===== src/rtl/vic_pkg.sv =====
package vic_pkg;
  localparam int ADDR_W = 12;
  localparam int WORD_W = ADDR_W - 2;
  typedef logic [WORD_W-1:0] word_t;

  // word indices (byte offset / 4)
  localparam word_t W_IRQ_STAT  = 10'h000;
  localparam word_t W_FIQ_STAT  = 10'h001;
  localparam word_t W_RAW       = 10'h002;
  localparam word_t W_ROUTE     = 10'h003;
  localparam word_t W_EN_SET    = 10'h004;
  localparam word_t W_EN_CLR    = 10'h005;
  localparam word_t W_SOFT_SET  = 10'h006;
  localparam word_t W_SOFT_CLR  = 10'h007;
  localparam word_t W_PROT      = 10'h008;
  localparam word_t W_VEC       = 10'h00C;
  localparam word_t W_DFLT      = 10'h00D;
  localparam word_t W_SLOT_ADDR = 10'h040;
  localparam word_t W_SLOT_CTL  = 10'h080;
  localparam word_t W_ID0       = 10'h3F8;
endpackage


===== src/rtl/vic_src_regs.sv =====
module vic_src_regs
  import vic_pkg::*;
#(
  parameter int N_SRC = 32,
  parameter int DW    = 32
) (
  input  logic             clk,
  input  logic             rst,
  input  logic [N_SRC-1:0] src_i,
  input  logic             we,
  input  word_t            waddr,
  input  logic [DW-1:0]    wdata,
  output logic [N_SRC-1:0] en_q,
  output logic [N_SRC-1:0] route_q,
  output logic [N_SRC-1:0] soft_q,
  output logic [N_SRC-1:0] raw,
  output logic [N_SRC-1:0] irq_stat,
  output logic [N_SRC-1:0] fiq_stat
);
  logic [N_SRC-1:0] wbits;
  assign wbits = wdata[N_SRC-1:0];

  always_ff @(posedge clk) begin
    if (rst) begin
      en_q    <= '0;
      route_q <= '0;
      soft_q  <= '0;
    end else if (we) begin
      case (waddr)
        W_ROUTE:    route_q <= wbits;
        W_EN_SET:   en_q    <= en_q | wbits;
        W_EN_CLR:   en_q    <= en_q & ~wbits;
        W_SOFT_SET: soft_q  <= soft_q | wbits;
        W_SOFT_CLR: soft_q  <= soft_q & ~wbits;
        default: ;
      endcase
    end
  end

  assign raw      = src_i | soft_q;
  assign irq_stat = raw & en_q & ~route_q;
  assign fiq_stat = raw & en_q & route_q;

  a_r2_set_takes: assert property (@(posedge clk) disable iff (rst)
    (we && waddr == W_EN_SET) |=> ((en_q & $past(wbits)) == $past(wbits)));
  a_r2_clr_takes: assert property (@(posedge clk) disable iff (rst)
    (we && waddr == W_EN_CLR) |=> ((en_q & $past(wbits)) == '0));
  a_r2_zero_bits_keep: assert property (@(posedge clk) disable iff (rst)
    (we && waddr == W_EN_SET) |=> ((en_q & ~$past(wbits)) == ($past(en_q) & ~$past(wbits))));
  a_r3_soft_clr_takes: assert property (@(posedge clk) disable iff (rst)
    (we && waddr == W_SOFT_CLR) |=> ((soft_q & $past(wbits)) == '0));
endmodule


===== src/rtl/vic_vec_slots.sv =====
module vic_vec_slots #(
  parameter int N_SRC  = 32,
  parameter int N_SLOT = 16,
  parameter int DW     = 32,
  localparam int SRC_W = $clog2(N_SRC),
  localparam int IDX_W = $clog2(N_SLOT)
) (
  input  logic             clk,
  input  logic             rst,
  input  logic [N_SRC-1:0] irq_stat,
  input  logic             addr_we,
  input  logic             ctl_we,
  input  logic             dflt_we,
  input  logic [IDX_W-1:0] idx,
  input  logic [DW-1:0]    wdata,
  input  logic             push,
  input  logic             pop,
  output logic [DW-1:0]    rd_slot_addr,
  output logic [DW-1:0]    rd_slot_ctl,
  output logic [DW-1:0]    dflt_q,
  output logic             found,
  output logic [DW-1:0]    vector
);
  logic [DW-1:0]    va_mem [N_SLOT];
  logic [SRC_W-1:0] ctl_src [N_SLOT];
  logic [N_SLOT-1:0] ctl_en;
  logic [N_SLOT-1:0] nest_q;
  logic [N_SLOT-1:0] hit, allow, lowbit;
  logic [IDX_W-1:0]  win;

  // address storage: plain write port, no reset, block-RAM friendly
  always_ff @(posedge clk) begin
    if (addr_we) va_mem[idx] <= wdata;
  end

  always_ff @(posedge clk) begin
    if (rst) begin
      ctl_en <= '0;
      dflt_q <= '0;
    end else begin
      if (ctl_we) ctl_en[idx] <= wdata[SRC_W];
      if (dflt_we) dflt_q <= wdata;
    end
  end

  always_ff @(posedge clk) begin
    if (ctl_we) ctl_src[idx] <= wdata[SRC_W-1:0];
  end

  generate
    for (genvar k = 0; k < N_SLOT; k++) begin : g_hit
      assign hit[k] = ctl_en[k] & irq_stat[ctl_src[k]];
    end
  endgenerate

  // newest recorded level is the lowest set bit; only lower indices may win
  assign lowbit = nest_q & (~nest_q + 1'b1);
  assign allow  = (nest_q == '0) ? '1 : (lowbit - 1'b1);

  always_comb begin
    found = 1'b0;
    win   = '0;
    for (int k = N_SLOT - 1; k >= 0; k--) begin
      if (hit[k] && allow[k]) begin
        found = 1'b1;
        win   = IDX_W'(k);
      end
    end
  end

  assign vector       = found ? va_mem[win] : dflt_q;
  assign rd_slot_addr = va_mem[idx];
  assign rd_slot_ctl  = DW'({ctl_en[idx], ctl_src[idx]});

  always_ff @(posedge clk) begin
    if (rst) begin
      nest_q <= '0;
    end else if (pop) begin
      nest_q <= nest_q & (nest_q - 1'b1);
    end else if (push && found) begin
      nest_q <= nest_q | (N_SLOT'(1) << win);
    end
  end

  a_r8_pop_releases_one: assert property (@(posedge clk) disable iff (rst)
    (pop && nest_q != '0) |=> ($countones(nest_q) == $countones($past(nest_q)) - 1));
  a_r8_push_records_new: assert property (@(posedge clk) disable iff (rst)
    (push && !pop && found) |=> ($countones(nest_q) == $countones($past(nest_q)) + 1));
  a_r1_nest_empty_after_reset: assert property (@(posedge clk)
    $past(rst) |-> (nest_q == '0));
endmodule


===== src/rtl/vic_irq_ctrl.sv =====
module vic_irq_ctrl
  import vic_pkg::*;
#(
  parameter int          N_SRC   = 32,
  parameter int          N_SLOT  = 16,
  parameter int          DW      = 32,
  parameter logic [31:0] ID_WORD = 32'h0017_5A21
) (
  input  logic                 clk,
  input  logic                 rst,
  input  logic [N_SRC-1:0]     src_i,
  input  logic                 bus_wr,
  input  logic                 bus_rd,
  input  logic [ADDR_W-1:0]    bus_addr,
  input  logic [DW-1:0]        bus_wdata,
  output logic [DW-1:0]        bus_rdata,
  output logic                 irq_o,
  output logic                 fiq_o
);
  localparam int IDX_W = $clog2(N_SLOT);

  word_t word;
  logic [N_SRC-1:0] en_q, route_q, soft_q, raw, irq_stat, fiq_stat;
  logic [DW-1:0] rd_slot_addr, rd_slot_ctl, dflt_q, vector, rmux;
  logic in_addr, in_ctl, found, prot_q;
  logic [IDX_W-1:0] idx;

  assign word    = bus_addr[ADDR_W-1:2];
  assign in_addr = (word >= W_SLOT_ADDR) && (word < W_SLOT_ADDR + N_SLOT);
  assign in_ctl  = (word >= W_SLOT_CTL)  && (word < W_SLOT_CTL + N_SLOT);
  assign idx     = in_ctl ? IDX_W'(word - W_SLOT_CTL) : IDX_W'(word - W_SLOT_ADDR);

  vic_src_regs #(.N_SRC(N_SRC), .DW(DW)) u_src (
    .clk(clk), .rst(rst), .src_i(src_i), .we(bus_wr), .waddr(word),
    .wdata(bus_wdata), .en_q(en_q), .route_q(route_q), .soft_q(soft_q),
    .raw(raw), .irq_stat(irq_stat), .fiq_stat(fiq_stat));

  vic_vec_slots #(.N_SRC(N_SRC), .N_SLOT(N_SLOT), .DW(DW)) u_vec (
    .clk(clk), .rst(rst), .irq_stat(irq_stat),
    .addr_we(bus_wr && in_addr), .ctl_we(bus_wr && in_ctl),
    .dflt_we(bus_wr && word == W_DFLT), .idx(idx), .wdata(bus_wdata),
    .push(bus_rd && word == W_VEC), .pop(bus_wr && word == W_VEC),
    .rd_slot_addr(rd_slot_addr), .rd_slot_ctl(rd_slot_ctl),
    .dflt_q(dflt_q), .found(found), .vector(vector));

  always_ff @(posedge clk) begin
    if (rst) prot_q <= 1'b0;
    else if (bus_wr && word == W_PROT) prot_q <= bus_wdata[0];
  end

  always_comb begin
    rmux = '0;
    if (in_addr) rmux = rd_slot_addr;
    else if (in_ctl) rmux = rd_slot_ctl;
    else begin
      case (word)
        W_IRQ_STAT: rmux = DW'(irq_stat);
        W_FIQ_STAT: rmux = DW'(fiq_stat);
        W_RAW:      rmux = DW'(raw);
        W_ROUTE:    rmux = DW'(route_q);
        W_EN_SET:   rmux = DW'(en_q);
        W_SOFT_SET: rmux = DW'(soft_q);
        W_PROT:     rmux = DW'(prot_q);
        W_VEC:      rmux = vector;
        W_DFLT:     rmux = dflt_q;
        W_ID0:      rmux = DW'(ID_WORD[7:0]);
        W_ID0 + 1:  rmux = DW'(ID_WORD[15:8]);
        W_ID0 + 2:  rmux = DW'(ID_WORD[23:16]);
        W_ID0 + 3:  rmux = DW'(ID_WORD[31:24]);
        default:    rmux = '0;
      endcase
    end
  end

  always_ff @(posedge clk) begin
    if (rst) begin
      bus_rdata <= '0;
      irq_o     <= 1'b0;
      fiq_o     <= 1'b0;
    end else begin
      bus_rdata <= bus_rd ? rmux : '0;
      irq_o     <= |irq_stat;
      fiq_o     <= |fiq_stat;
    end
  end

  a_r5_irq_needs_enable: assert property (@(posedge clk) disable iff (rst)
    irq_o |-> $past(|(en_q & ~route_q)));
  a_r4_fiq_needs_route: assert property (@(posedge clk) disable iff (rst)
    fiq_o |-> $past(|(en_q & route_q)));
  a_r7_default_when_no_slot: assert property (@(posedge clk) disable iff (rst)
    (bus_rd && word == W_VEC && !found) |=> (bus_rdata == $past(dflt_q)));
  a_r11_idle_read_zero: assert property (@(posedge clk) disable iff (rst)
    !bus_rd |=> (bus_rdata == '0));
endmodule


===== config.mk =====
export PLATFORM = sky130hd
export DESIGN_NAME = vic_irq_ctrl
export DESIGN_NICKNAME = d
export VERILOG_FILES = /design/src/rtl/vic_pkg.sv /design/src/rtl/vic_src_regs.sv /design/src/rtl/vic_vec_slots.sv /design/src/rtl/vic_irq_ctrl.sv
export SDC_FILE = /design/constraint.sdc
export NUM_CORES = 2
export LEC_CHECK = 0
export ABC_CLOCK_PERIOD_IN_PS = 6700
export BUFFER_PORTS_ARGS = -buffer_cell sky130_fd_sc_hd__buf_2
export CAP_MARGIN = 20
export CORE_MARGIN = 1
export CORE_UTILIZATION = 44
export DETAILED_ROUTE_END_ITERATION = 10
export PLACE_DENSITY = 0.71
export SYNTH_ARGS = -nofsm -noshare
export SYNTH_HDL_FRONTEND = slang
export SYNTH_HIERARCHICAL = 1
export SYNTH_SLANG_ARGS = --single-unit

===== constraint.sdc =====
create_clock -name clk -period 6.7 [get_ports clk]
set_input_delay 1.34 -clock clk [delete_from_list [all_inputs] [get_ports clk]]
set_output_delay 1.34 -clock clk [all_outputs]
set_load 0.02 [all_outputs]

Word-level counts from Yosys, hierarchy flattened
Memories as Yosys holds them, arrays and structs flattened.
Index checks and enable logic that the tools add are counted.

cells by class
  equal/unequal tests = 13
  $lt $le $gt $ge = 22
  $add $sub $neg = 5
  reductions and logical operators = 37
  mux-type cells = 83
  shifts and indexed selects = 1
  bitwise logic cells = 31

operator list
  operator                                                                 number
  32-bit one-hot mux with 12 select lines                                  1
  32-bit bitwise AND                                                       5
  32-bit one-hot mux with 2 select lines                                   2
  5-bit by 6-bit < comparator with 1-bit output (second input constant)    16
  32-bit two-way mux                                                       3
  32-bit OR                                                                3
  1-bit binary-select mux with 5-bit select                                16
  4-bit two-way mux                                                        17
  32-bit NOT                                                               2
  32-bit OR reduction                                                      2
  16-bit two-way mux                                                       3
  10-bit by 3-bit equality test with 1-bit output (second input constant)  4
  1-bit two-way mux                                                        38
  16-bit bitwise AND                                                       2
  16-bit by 1-bit subtractor with 16-bit output (second input constant)    2
  10-bit equality test (second input constant)                             3
  10-bit by 4-bit equality test with 1-bit output (second input constant)  3
  1-bit logical AND                                                        26
  10-bit by 2-bit equality test with 1-bit output (second input constant)  2
  16-bit by 1-bit adder with 16-bit output (second input constant)         1
  1-bit bitwise AND                                                        16
  16-bit bitwise mux                                                       1
  16-bit logical NOT                                                       1
  16-bit NOT                                                               1
  other kinds (17)                                                         22

storage, ports and cells
  word-level logic and storage cells = 204
  memory bits (writable) = 592
  flip-flop bits (word level) = 195
  memories = 2
  output and inout bits = 34

memories
  name           depth  width  rd ports  clocked after memory_dff  wr ports  RTL line             text
  u_vec.va_mem   16     32     2         0                         1         vic_vec_slots.sv:24  logic [DW-1:0] va_mem [N_SLOT];
  u_vec.ctl_src  16     5      17        0                         1         vic_vec_slots.sv:25  logic [SRC_W-1:0] ctl_src [N_SLOT];

Logic depth before layout (Yosys ltp)
An unclocked memory read counts as a cell.

  depth in word-level cells = 28
  gate-level depth with buffers = 24
  mapped depth without buffers = 20

Hierarchy
Netlist, hierarchy kept.

modules (own cells, without submodules)
  module         times used  cells an instance  seq. area each (um^2)  area each (um^2)
  vic_vec_slots  1           2232               19058.3                34735.8
  vic_src_regs   1           504                1921.8                 4647.0
  vic_irq_ctrl   1           470                700.7                  3733.6

Worst setup path before layout
Ideal clock, no wire load.

  path kind = in2reg
  from = input port src_i[31]
  to = register bus_rdata[17]
  buffers on the path = 3
  required time = 6.578 ns
  arrival = 5.450 ns
  library setup time = 0.122 ns
  stages on the path = 22
  slack = 1.128 ns
  cell sequence = or2_2 nand2_1 nor2_1 clkbuf_1 mux4_2 mux4_2 mux2_2 nand3b_1 nand2_1 nor3_2 a21boi_4 nand2_1 buf_6 buf_2 a221o_1 nand3_1 o211ai_1 mux2_2 a31oi_1 o31ai_1 a32oi_1 a21oi_1

on the way
  longest elaborated chain between the ends = 28
  elaborated cells between the ends (all ways) = 104

RTL lines
  item                                         RTL line             text
  start, declared                              vic_irq_ctrl.sv:11   input logic [N_SRC-1:0] src_i,
  32-bit OR (*)                                vic_src_regs.sv:40   assign raw = src_i | soft_q;
  32-bit bitwise AND (*) (2 in a row)          vic_src_regs.sv:41   assign irq_stat = raw & en_q & ~route_q;
  named net irq_stat[31]                       vic_irq_ctrl.sv:23   logic [N_SRC-1:0] en_q, route_q, soft_q, raw, irq_stat, fiq_stat;
  1-bit binary-select mux with 5-bit select    vic_vec_slots.sv:52  assign hit[k] = ctl_en[k] & irq_stat[ctl_src[k]];
  1-bit two-way mux (implied by the code)      vic_vec_slots.sv:52
  1-bit bitwise AND                            vic_vec_slots.sv:52
  1-bit logical AND                            vic_vec_slots.sv:64  if (hit[k] && allow[k]) begin
  4-bit two-way mux (16 in a row)              vic_vec_slots.sv:64
  memory 16 x 32 bit                           n/a
  32-bit two-way mux (*)                       vic_vec_slots.sv:71  assign vector = found ? va_mem[win] : dflt_q;
  named net vector[17]                         vic_irq_ctrl.sv:24   logic [DW-1:0] rd_slot_addr, rd_slot_ctl, dflt_q, vector, rmux;
  32-bit one-hot mux with 12 select lines (*)  vic_irq_ctrl.sv:56   case (word)
  32-bit two-way mux (*)                       vic_irq_ctrl.sv:54   else if (in_ctl) rmux = rd_slot_ctl;
  32-bit two-way mux (*)                       vic_irq_ctrl.sv:53   if (in_addr) rmux = rd_slot_addr;
  end signal, assigned                         vic_irq_ctrl.sv:81   bus_rdata <= bus_rd ? rmux : '0;
  end, declared                                vic_irq_ctrl.sv:16   output logic [DW-1:0] bus_rdata,

The timed path passes the listed nets; every way through them passes the cells marked *. The select of a mux whose other input is x is not followed.
A chain may end at the register's enable or synchronous reset.

Final worst setup path
  from = input port src_i[28]
  to = register bus_rdata[30]

on the way
  longest elaborated chain between the ends = 28
  elaborated cells between the ends (all ways) = 104

RTL lines
  item                                         RTL line
  32-bit OR (*)                                vic_src_regs.sv:40
  named net raw[28]                            vic_irq_ctrl.sv:23
  32-bit bitwise AND (*) (2 in a row)          vic_src_regs.sv:41
  named net irq_stat[28]                       vic_irq_ctrl.sv:23
  1-bit binary-select mux with 5-bit select    vic_vec_slots.sv:52
  1-bit two-way mux (implied by the code)      vic_vec_slots.sv:52
  1-bit bitwise AND                            vic_vec_slots.sv:52
  1-bit logical AND                            vic_vec_slots.sv:64
  4-bit two-way mux (16 in a row)              vic_vec_slots.sv:64
  memory 16 x 32 bit                           n/a
  32-bit two-way mux (*)                       vic_vec_slots.sv:71
  named net vector[30]                         vic_irq_ctrl.sv:24
  32-bit one-hot mux with 12 select lines (*)  vic_irq_ctrl.sv:56
  32-bit two-way mux (*)                       vic_irq_ctrl.sv:54
  32-bit two-way mux (*)                       vic_irq_ctrl.sv:53

Marked as above.

==> run summary <==
Status -> complete, but fails checks
Failing checks -> DRC
Synth-to-Final Area Change -> 15.4%
Commonest non-fill, non-tap cell in the layout -> edfxtp_1
# clock sinks -> 787
FF-to-FF path depth -> 21
CTS Buffer Depth -> 3
Total congestion overflow -> 0
Pin count of the biggest net entering global routing -> 103
Fraction of layout cells with a size suffix above 1 -> 0.293
Fin crit share -> 0.956
Total Wirelength -> 155000 um
Syn Area/Cell -> 13.5 um^2
Post-Syn Instances -> 3205
Leak Pwr -> 16.0 nW
Top-Level Pins -> 114
Comb pwr share -> 0.052
Sum Neg Setup Slack -> 0 ns
Footprint of the multi-input gates -> 20100 um^2
FP Rows -> 114
YS warnings -> 6
Die width -> 315 um
Critical R2R Capture -> bus_rdata[30]
PwrDens -> 216 nW/um^2
Worst-Margin Slew -> 1.26 ns
Fin. Hold Viols -> 0
Critical Path Start Type -> input pin
Fin Clk Skew -> 0.0725 ns
CTS resizes -> 0
First-pass GRT wire length -> 222000 um
Critical path cell sequence -> buf_2 > or2_2 > nand2_1 > nor2_1 > mux4_2 > mux2i_1 > a2111oi_0 > buf_4 > o21ai_1 > buf_4 > or4b_1 > o211ai_2 > a21oi_4 > buf_4 > mux2_2 > a21oi_1 > a21o_1 > a22o_1 > a222oi_1 > nand2b_1 > a31oi_1 > buf_4
CTS root buf -> clkbuf_16
Worst Path Arrival -> 7.03 ns
Skew-Pair Late Insertion Delay -> 0.69 ns
Vias -> 33400
Fin crit period -> 6.40 ns
CP max stage cell -> nor2_1
Crit path kind -> in -> reg
Post-Layout Inst Area -> 49700 um^2
Max-cap violations -> 0
Via density -> 7.05
Largest stage delay on the critical path -> 0.94 ns
Die area -> 99200 um^2
P_sw -> 2.43 mW
Vias in the first global route -> 31600
Crit-path max FO -> 15
Peak VDD IR -> 0.224 mV
GRT Total Usage -> 0.307
Nets -> 3469
P_int -> 8.33 mW
Hold WC Path Type -> reg -> reg
Critical path endpoint -> bus_rdata[30]
Gpl congestion -> 1.01
Max-slew violations -> 0
Die height -> 315 um
Commonest non-fill, non-tap cells in the layout -> edfxtp_1, mux2i_1, mux4_2
Top cell by count, worst path -> buf_4
Flop pwr share -> 0.487
Starting density of the core -> 0.445
Port bufs -> 111
Num CTS Buffers -> 82
Final setup viols -> 0
Required @ worst endpoint -> 7.33 ns
TritonCTS clock tree -> yes
Post-route ant nets -> 0
Initial antenna violation count -> 6
Placed Instance Area -> 46800 um^2
Postcts setup bufs -> 0
Core area -> 96900 um^2
FF-to-FF setup slack -> 0.59 ns
DRC viols -> 1
RSZ-0062 raised after global routing -> no
Number of fill cells -> 8037
Dpl hpwl -> 103000 um
Switching part of the total -> 0.226
CTS Hold Buffers Added -> 0
Iter 0 DRT Violations -> 5276
Critical path endpoint category -> register
Wire per inst -> 32.6 um
Max_slew headroom -> 0.157
Mapped cell area -> 43100 um^2
Clock power share -> 0.461
Register area -> 21700 um^2
Fmax -> 156 MHz
Clk pin slew, worst setup/hold paths -> 0.06 ns
Crit path from -> src_i[28]
CTS H-Tree Depth -> 3
Drt pass-1 iters -> 10
==> how the worst min path moves through the flow <==
stage,start,end,cells after the start
finish,u_vec/nest_q[11],u_vec/nest_q[11],2
global route,u_vec/ctl_en[0],u_vec/ctl_en[0],2
CTS,u_vec/nest_q[11],u_vec/nest_q[11],2
detailed placement,u_vec/ctl_en[14],u_vec/ctl_en[14],2
global placement,prot_q,prot_q,2
floorplan,u_vec/nest_q[15],u_vec/nest_q[15],2
==> power by group through the flow <==
stage                     sequential, mW  combinational, mW  clock (mW)
after global routing                5.24              0.578        5.17
after global placement              5.34              0.544           0
final                               5.24              0.564        4.96
after detailed placement            5.34              0.549           0
after floorplan                     5.34              0.304           0
after CTS                           5.24              0.551        4.98
==> worst max-delay path: cells and delay by family <==
| family | cells | cell delay [ns] |
|---|---|---|
| AOI/OAI and AO/OA | 9 | 2.29 |
| muxes | 3 | 0.87 |
| buffers and inverters | 5 | 1.05 |
| and+or+nand+nor | 5 | 1.45 |
==> metrics by stage <==
stage | instances | util | power [mW] | hold WS (ns) | setup slack, ns
global placement | 4580 | 0.483 | 5.89 | 0.470 | -0.198
finish | 4737 | 0.514 | 10.8 | 0.495 | 0.296
floorplan | 3230 | - | 5.65 | 0.441 | 1.13
CTS | 4735 | 0.513 | 10.8 | 0.497 | 0.603
global route | 4737 | 0.514 | 11.0 | 0.509 | 0.207
detailed placement | 4581 | 0.483 | 5.89 | 0.489 | -0.0725
==> metal layers <==
| layer | track usage | routed length (um) |
|---|---|---|
| met1 | 0.411 | 56000 |
| met2 | 0.461 | 68700 |
| met3 | 0.0739 | 19700 |
| met4 | 0.167 | 9960 |
| met5 | 0 | 75 |
==> final cells by class <==
class                      instances  area share
multi-input combinational       2102       0.404
tap                             1276      0.0321
timing repair buffer             402      0.0673
inverter                          14     0.00106
sequential                       787       0.436
clock inverter                    38      0.0110
clock buffer                     116      0.0486
antenna                            2    0.000101
==> sequential cells by signal (all words and copies together), names as in the netlist, named ones only <==
signal and flops:
u_vec/dflt_q 32, bus_rdata 32, irq_o 1, u_src/route_q 32, u_vec/ctl_en 16, u_vec/va_mem 512
fiq_o 1, u_vec/ctl_src 80, u_vec/nest_q 16, prot_q 1
(Power assumes the default switching activity.)
